$ cat config.mk
export PLATFORM = sky130hd
export DESIGN_NAME = alu_cc_unit
export DESIGN_NICKNAME = d
export VERILOG_FILES = /design/src/rtl/alu_cc_pkg.sv /design/src/rtl/alu_cc_control.sv /design/src/rtl/alu_cc_datapath.sv /design/src/rtl/alu_cc_cond.sv /design/src/rtl/alu_cc_unit.sv
export SDC_FILE = /design/constraint.sdc
export NUM_CORES = 1
export LEC_CHECK = 0
export BUFFER_PORTS_ARGS = -buffer_cell sky130_fd_sc_hd__buf_2
export CORE_MARGIN = 1.5
export CORE_UTILIZATION = 23
export DETAILED_ROUTE_END_ITERATION = 8
export PLACE_DENSITY_LB_ADDON = 0.2
export SYNTH_ARGS = -nofsm -noshare
export SYNTH_HDL_FRONTEND = slang
export SYNTH_SLANG_ARGS = --single-unit
export TNS_END_PERCENT = 5
$ cat constraint.sdc
create_clock -name clk -period 2.91 [get_ports clk]
set_clock_uncertainty 0.1 [all_clocks]
set_input_delay 0.1455 -clock clk [delete_from_list [all_inputs] [get_ports clk]]
set_output_delay 0.1455 -clock clk [all_outputs]
set_load 0.02 [all_outputs]
$ cat src/rtl/alu_cc_pkg.sv
package alu_cc_pkg;

  localparam int DATA_W = 32;
  localparam int CODE_W = 4;

  typedef enum logic [1:0] {
    OP_ADD = 2'd0,
    OP_SUB = 2'd1,
    OP_AND = 2'd2,
    OP_XOR = 2'd3
  } aluOp_e;

  typedef enum logic [CODE_W-1:0] {
    CND_ALWAYS = 4'd0,
    CND_LE     = 4'd1,
    CND_LT     = 4'd2,
    CND_EQ     = 4'd3,
    CND_NE     = 4'd4,
    CND_GE     = 4'd5,
    CND_GT     = 4'd6
  } cond_e;

  typedef struct packed {
    logic zf;
    logic sf;
    logic of;
  } flags_t;

  typedef struct packed {
    aluOp_e op;
    logic   opValid;
    logic   loadFlags;
  } strobe_t;

  localparam flags_t FLAGS_RESET = '{zf: 1'b1, sf: 1'b0, of: 1'b0};

endpackage

$ cat src/rtl/alu_cc_control.sv
module alu_cc_control
  import alu_cc_pkg::*;
#(
  parameter int CODE_W_P = CODE_W
) (
  input  logic [CODE_W_P-1:0] aluFn,
  input  logic                setCc,
  output strobe_t             strobe
);

  localparam int NUM_OPS = 4;

  always_comb begin
    strobe.op      = OP_ADD;
    strobe.opValid = 1'b0;
    if (aluFn < CODE_W_P'(NUM_OPS)) begin
      strobe.op      = aluOp_e'(aluFn[1:0]);
      strobe.opValid = 1'b1;
    end
    strobe.loadFlags = setCc && strobe.opValid;
  end

  // an invalid code never requests a flag load
  always_comb begin
    a_r4_no_load_on_bad: assert (!(aluFn >= CODE_W_P'(NUM_OPS) && strobe.loadFlags))
      else $error("load strobe raised for invalid operation code");
  end

endmodule

$ cat src/rtl/alu_cc_datapath.sv
module alu_cc_datapath
  import alu_cc_pkg::*;
#(
  parameter int WIDTH = DATA_W
) (
  input  logic             clk,
  input  logic             rstN,
  input  logic [WIDTH-1:0] opX,
  input  logic [WIDTH-1:0] opY,
  input  strobe_t          strobe,
  output logic [WIDTH-1:0] result,
  output flags_t           flags
);

  localparam int MSB = WIDTH - 1;

  logic [WIDTH-1:0] sumOut;
  logic [WIDTH-1:0] diffOut;
  logic             addOvf;
  logic             subOvf;
  flags_t           nextFlags;

  assign sumOut  = opX + opY;
  assign diffOut = opY - opX;
  assign addOvf  = (opX[MSB] == opY[MSB]) && (sumOut[MSB] != opX[MSB]);
  assign subOvf  = (opX[MSB] != opY[MSB]) && (diffOut[MSB] != opY[MSB]);

  always_comb begin
    result       = '0;
    nextFlags.of = 1'b0;
    if (strobe.opValid) begin
      unique case (strobe.op)
        OP_ADD: begin result = sumOut;  nextFlags.of = addOvf; end
        OP_SUB: begin result = diffOut; nextFlags.of = subOvf; end
        OP_AND: result = opX & opY;
        OP_XOR: result = opX ^ opY;
        default: result = '0;
      endcase
    end
    nextFlags.zf = (result == '0);
    nextFlags.sf = result[MSB];
  end

  always_ff @(posedge clk or negedge rstN) begin
    if (!rstN)                 flags <= FLAGS_RESET;
    else if (strobe.loadFlags) flags <= nextFlags;
  end

  // without a load the flags hold
  a_r5_flags_hold: assert property (@(posedge clk) disable iff (!rstN)
    !strobe.loadFlags |=> $stable(flags));

  // captured zero and sign follow the previous result
  a_r6_zero_sign: assert property (@(posedge clk) disable iff (!rstN)
    strobe.loadFlags |=> (flags.zf == ($past(result) == '0)) && (flags.sf == $past(result[MSB])));

  // logic operations clear overflow
  a_r3_no_overflow: assert property (@(posedge clk) disable iff (!rstN)
    (strobe.loadFlags && (strobe.op == OP_AND || strobe.op == OP_XOR)) |=> !flags.of);

  // invalid code yields a zero result
  a_r4_zero_result: assert property (@(posedge clk) disable iff (!rstN)
    !strobe.opValid |-> (result == '0));

endmodule

$ cat src/rtl/alu_cc_cond.sv
module alu_cc_cond
  import alu_cc_pkg::*;
#(
  parameter int CODE_W_P = CODE_W
) (
  input  logic                clk,
  input  logic                rstN,
  input  logic [CODE_W_P-1:0] condFn,
  input  flags_t              flags,
  output logic                condTrue
);

  logic lessThan;
  assign lessThan = flags.sf ^ flags.of;

  always_comb begin
    case (condFn)
      CND_ALWAYS: condTrue = 1'b1;
      CND_LE:     condTrue = lessThan | flags.zf;
      CND_LT:     condTrue = lessThan;
      CND_EQ:     condTrue = flags.zf;
      CND_NE:     condTrue = !flags.zf;
      CND_GE:     condTrue = !lessThan;
      CND_GT:     condTrue = !lessThan && !flags.zf;
      default:    condTrue = 1'b0;
    endcase
  end

  // equality follows the registered zero flag
  a_r10_equal_tracks_zero: assert property (@(posedge clk) disable iff (!rstN)
    (condFn == CND_EQ) |-> (condTrue == flags.zf));

  // codes above 6 never hold
  a_r11_unknown_false: assert property (@(posedge clk) disable iff (!rstN)
    (condFn > CND_GT) |-> !condTrue);

endmodule

$ cat src/rtl/alu_cc_unit.sv
module alu_cc_unit
  import alu_cc_pkg::*;
(
  input  logic              clk,
  input  logic              rstN,
  input  logic [CODE_W-1:0] aluFn,
  input  logic [DATA_W-1:0] opX,
  input  logic [DATA_W-1:0] opY,
  input  logic              setCc,
  input  logic [CODE_W-1:0] condFn,
  output logic [DATA_W-1:0] aluResult,
  output logic              zeroFlag,
  output logic              signFlag,
  output logic              ovfFlag,
  output logic              condTrue
);

  strobe_t strobe;
  flags_t  flags;

  alu_cc_control #(.CODE_W_P(CODE_W)) u_control (
    .aluFn  (aluFn),
    .setCc  (setCc),
    .strobe (strobe)
  );

  alu_cc_datapath #(.WIDTH(DATA_W)) u_datapath (
    .clk    (clk),
    .rstN   (rstN),
    .opX    (opX),
    .opY    (opY),
    .strobe (strobe),
    .result (aluResult),
    .flags  (flags)
  );

  alu_cc_cond #(.CODE_W_P(CODE_W)) u_cond (
    .clk      (clk),
    .rstN     (rstN),
    .condFn   (condFn),
    .flags    (flags),
    .condTrue (condTrue)
  );

  assign zeroFlag = flags.zf;
  assign signFlag = flags.sf;
  assign ovfFlag  = flags.of;

endmodule

==> impl_metrics.tcl <==
set metrics [dict create \
    max_stage_delay_ns 0.42 \
    layout_min_cycle_time_ns 3.208 \
    die-area_um2 23070 \
    ant_nets 0 \
    ios 111 \
    arrival_ns 2.96 \
    path_cells "buf_2 -> inv_1 -> ha_1 -> a21o_1 -> a21oi_2 -> a21oi_2 -> buf_4 -> o211ai_1 -> o211ai_1 -> buf_4 -> a2111o_1 -> a222oi_1 -> a311oi_2 -> buf_4 -> buf_6" \
    grt_pass1_wl_mm 41.25 \
    cp_slowest_cell "a222oi_1" \
    area_delta_synth_final_pct 75.41 \
    drt_iter0_drc 529 \
    syn_avg_cell_area_um2 6.397 \
    crit_family "compound AO/OA/AOI/OAI gates" \
    fmax_mhz 311.8 \
    synthArstFlopShare_pct 100.0 \
    vias_per_cell 5.291 \
    first_pass_iters 5 \
    cts_sinks 3 \
    dp_cells 1445 \
    violations "setup timing" \
    cts_max_level 1 \
    netlist_instances 797 \
    worst_slew_pin_slew_ns 0.7423 \
    cts_made_buffers 3 \
    yosys_warnings 0 \
    grt_antenna_before_repair 1 \
    fin_ws_ns -0.2975 \
    drv_cap 0 \
    largest_registers "u_datapath.flags (3)" \
    regMostFlops "u_datapath.flags" \
    grt_pass1_vias 7585 \
    clock_path_buffers 2 \
    peakVddDrop_mv 0.1242 \
    die_w_um 151.9 \
    setup_viol 16 \
    initial_utilization_pct 23.44 \
    max-slew-margin-rel_pct 50.33 \
    nets 1321 \
    syn_nets 938 \
    synth_cell_types 85 \
    cp-start-kind "primary input" \
    critPathMostFrequentCell "buf_4" \
    gp_congestion 0.9144 \
    period_share_pct 110.2 \
    critical_path_class "primary input to output pin" \
    endpoint_kind "output pin" \
    grt_overflow_total 0 \
    cp_max_fo 3 \
    leakage_nw 4.264 \
    synth_edf_count 0 \
    largest_reg_flops 3 \
    finalNonFillerCells 1459 \
    ys.flop_type "dfrtp_1" \
    status "finished, violations left" \
    insertion_delay_ns 0.23 \
    p_total_mw 2.115 \
    diodes 0 \
    hold_class "primary input to flip-flop" \
    wl_per_cell_um 17.95 \
    powerDensity_nw_per_um2 236.5 \
    finalWirelength_mm 26.19 \
    rsz0062_at_grt "yes" \
    nFillCells 2329 \
    grt_max_degree 22 \
    ys_ff_latch 3 \
    final-hold-violation-count 0 \
    drc 0 \
    rows 54 \
    portBuffers 110 \
    cts_root_buf "clkbuf_16" \
    track_usage_pct 21.80 \
    path_clk_slew_ns 0.03 \
    crit_buf_inv 6 \
    syn-cell-area_um2 5099 \
    crit_required_ns 2.66 \
    drive_gt1_share_pct 45.29 \
    die_h_um 151.9 \
    slew_viol_final 0 \
    core-area_um2 21760 \
    dp_hpwl_mm 21.81 \
    vias 7720 \
    yosysSeqAreaShare_pct 1.497 \
    cts_tree "built" \
]
## through the flow
stage	setup TNS, ns	hold WS (ns)	utilization, %	cell area, µm²	worst slack (ns)
2_1_floorplan	-0.06939	-0.2501	-	5192	-0.06939
4_1_cts	-3.148	0.09557	39.52	8597	-0.3891
3_3_place_gp	-8.189	-0.1449	37.62	8184	-1.080
3_5_place_dp	-7.584	-0.1449	37.62	8184	-0.9343
6_report	-2.467	0.09334	41.11	8944	-0.2975
5_1_grt	-4.861	0.09813	41.11	8944	-0.4188
## cells in the mapped netlist (11+ instances only)
| cell type | n | area (µm²) |
|---|---|---|
| nor4_1 | 15 | 93.84 |
| nand2_1 | 56 | 210.2 |
| nand4_1 | 13 | 81.33 |
| nor2_1 | 73 | 274.0 |
| inv_1 | 64 | 240.2 |
| nand3_1 | 28 | 140.1 |
| a31oi_1 | 20 | 125.1 |
| a21o_1 | 15 | 112.6 |
| clkbuf_1 | 31 | 116.4 |
| ha_1 | 64 | 800.8 |
| o21ai_0 | 52 | 260.3 |
| a211oi_1 | 16 | 120.1 |
| a21oi_1 | 76 | 380.4 |
| o21bai_1 | 12 | 90.09 |
| nand2b_1 | 11 | 68.82 |
| nor3_1 | 34 | 170.2 |
| o211ai_1 | 20 | 150.1 |
| nor2b_1 | 11 | 68.82 |
## cell usage in the layout (no fill, tap or decap), types with 13 or more instances in the layout
| cell | n |
|---|---|
| o211ai_1 | 20 |
| nand4_1 | 13 |
| a31oi_1 | 16 |
| inv_1 | 63 |
| a21oi_1 | 65 |
| nand3_1 | 28 |
| buf_4 | 313 |
| a21o_1 | 15 |
| buf_6 | 14 |
| buf_2 | 100 |
| nand2_1 | 56 |
| nor2_1 | 71 |
| o21ai_0 | 45 |
| ha_1 | 50 |
| nor3_1 | 29 |
## path summary, 6_finish.rpt
path,from,end,slack [ns],depth (start not counted)
hold / removal,setCc,u_datapath.flags[1],0.09,2
setup reg to reg,u_datapath.flags[2],u_datapath.flags[2],2.05,2
hold reg to reg,u_datapath.flags[2],u_datapath.flags[2],0.40,2
min in group asynchronous,rstN,u_datapath.flags[1],0.17,2
setup / recovery,opX[4],aluResult[30],-0.30,15
max in group asynchronous,rstN,u_datapath.flags[2],2.34,2
## metal layers
metal	global-route usage (%)	wire length (µm)	share of wire, %
met1	29.98	12020	46
met2	35.98	12170	46
met3	2.025	1374	5.2
met4	6.380	618	2.4
met5	0	13	0.050
## logic make-up (layout without fill, tap and decap cells)
family / after synthesis / in the layout / share of synthesized area [%]
AO/OA/AOI/OAI: 310 / 310 / 41.20
AND/OR/NAND/NOR: 280 / 280 / 27.34
XOR/XNOR: 12 / 12 / 2.061
adder cells (fa/ha/maj): 66 / 66 / 16.49
flip-flops: 3 / 3 / 1.497
buffers and inverters: 115 / 497 / 9.129
multiplexers: 11 / 11 / 2.282
## where the power goes
group | total, mW | internal, mW | switching, mW
Sequential | 0.0538 | 0.0477 | 0.00606
Clock | 0.223 | 0.181 | 0.0418
Combinational | 1.84 | 0.865 | 0.974
## area by class of cell
cell class | instances | area [µm²] | share of cell area (%)
Tap cell | 280 | 350.3 | 3.917
Timing Repair Buffer | 428 | 3018 | 33.74
Multi-Input combinational cell | 679 | 5174 | 57.85
Sequential cell | 3 | 76.32 | 0.8534
Inverter | 65 | 246.5 | 2.756
Clock buffer | 4 | 78.83 | 0.8814
## what timing repair did
action | 4_1_cts | 5_1_grt
setup buffers | 6 | 4
gates resized for setup | 56 | 67
endpoints found under the setup margin | 25 | 26
pin swaps | 18 | 32
hold endpoints to repair | 3 | 0
hold buffers | 1 | 0
No activity file was read; power rests on OpenSTA's default activity.
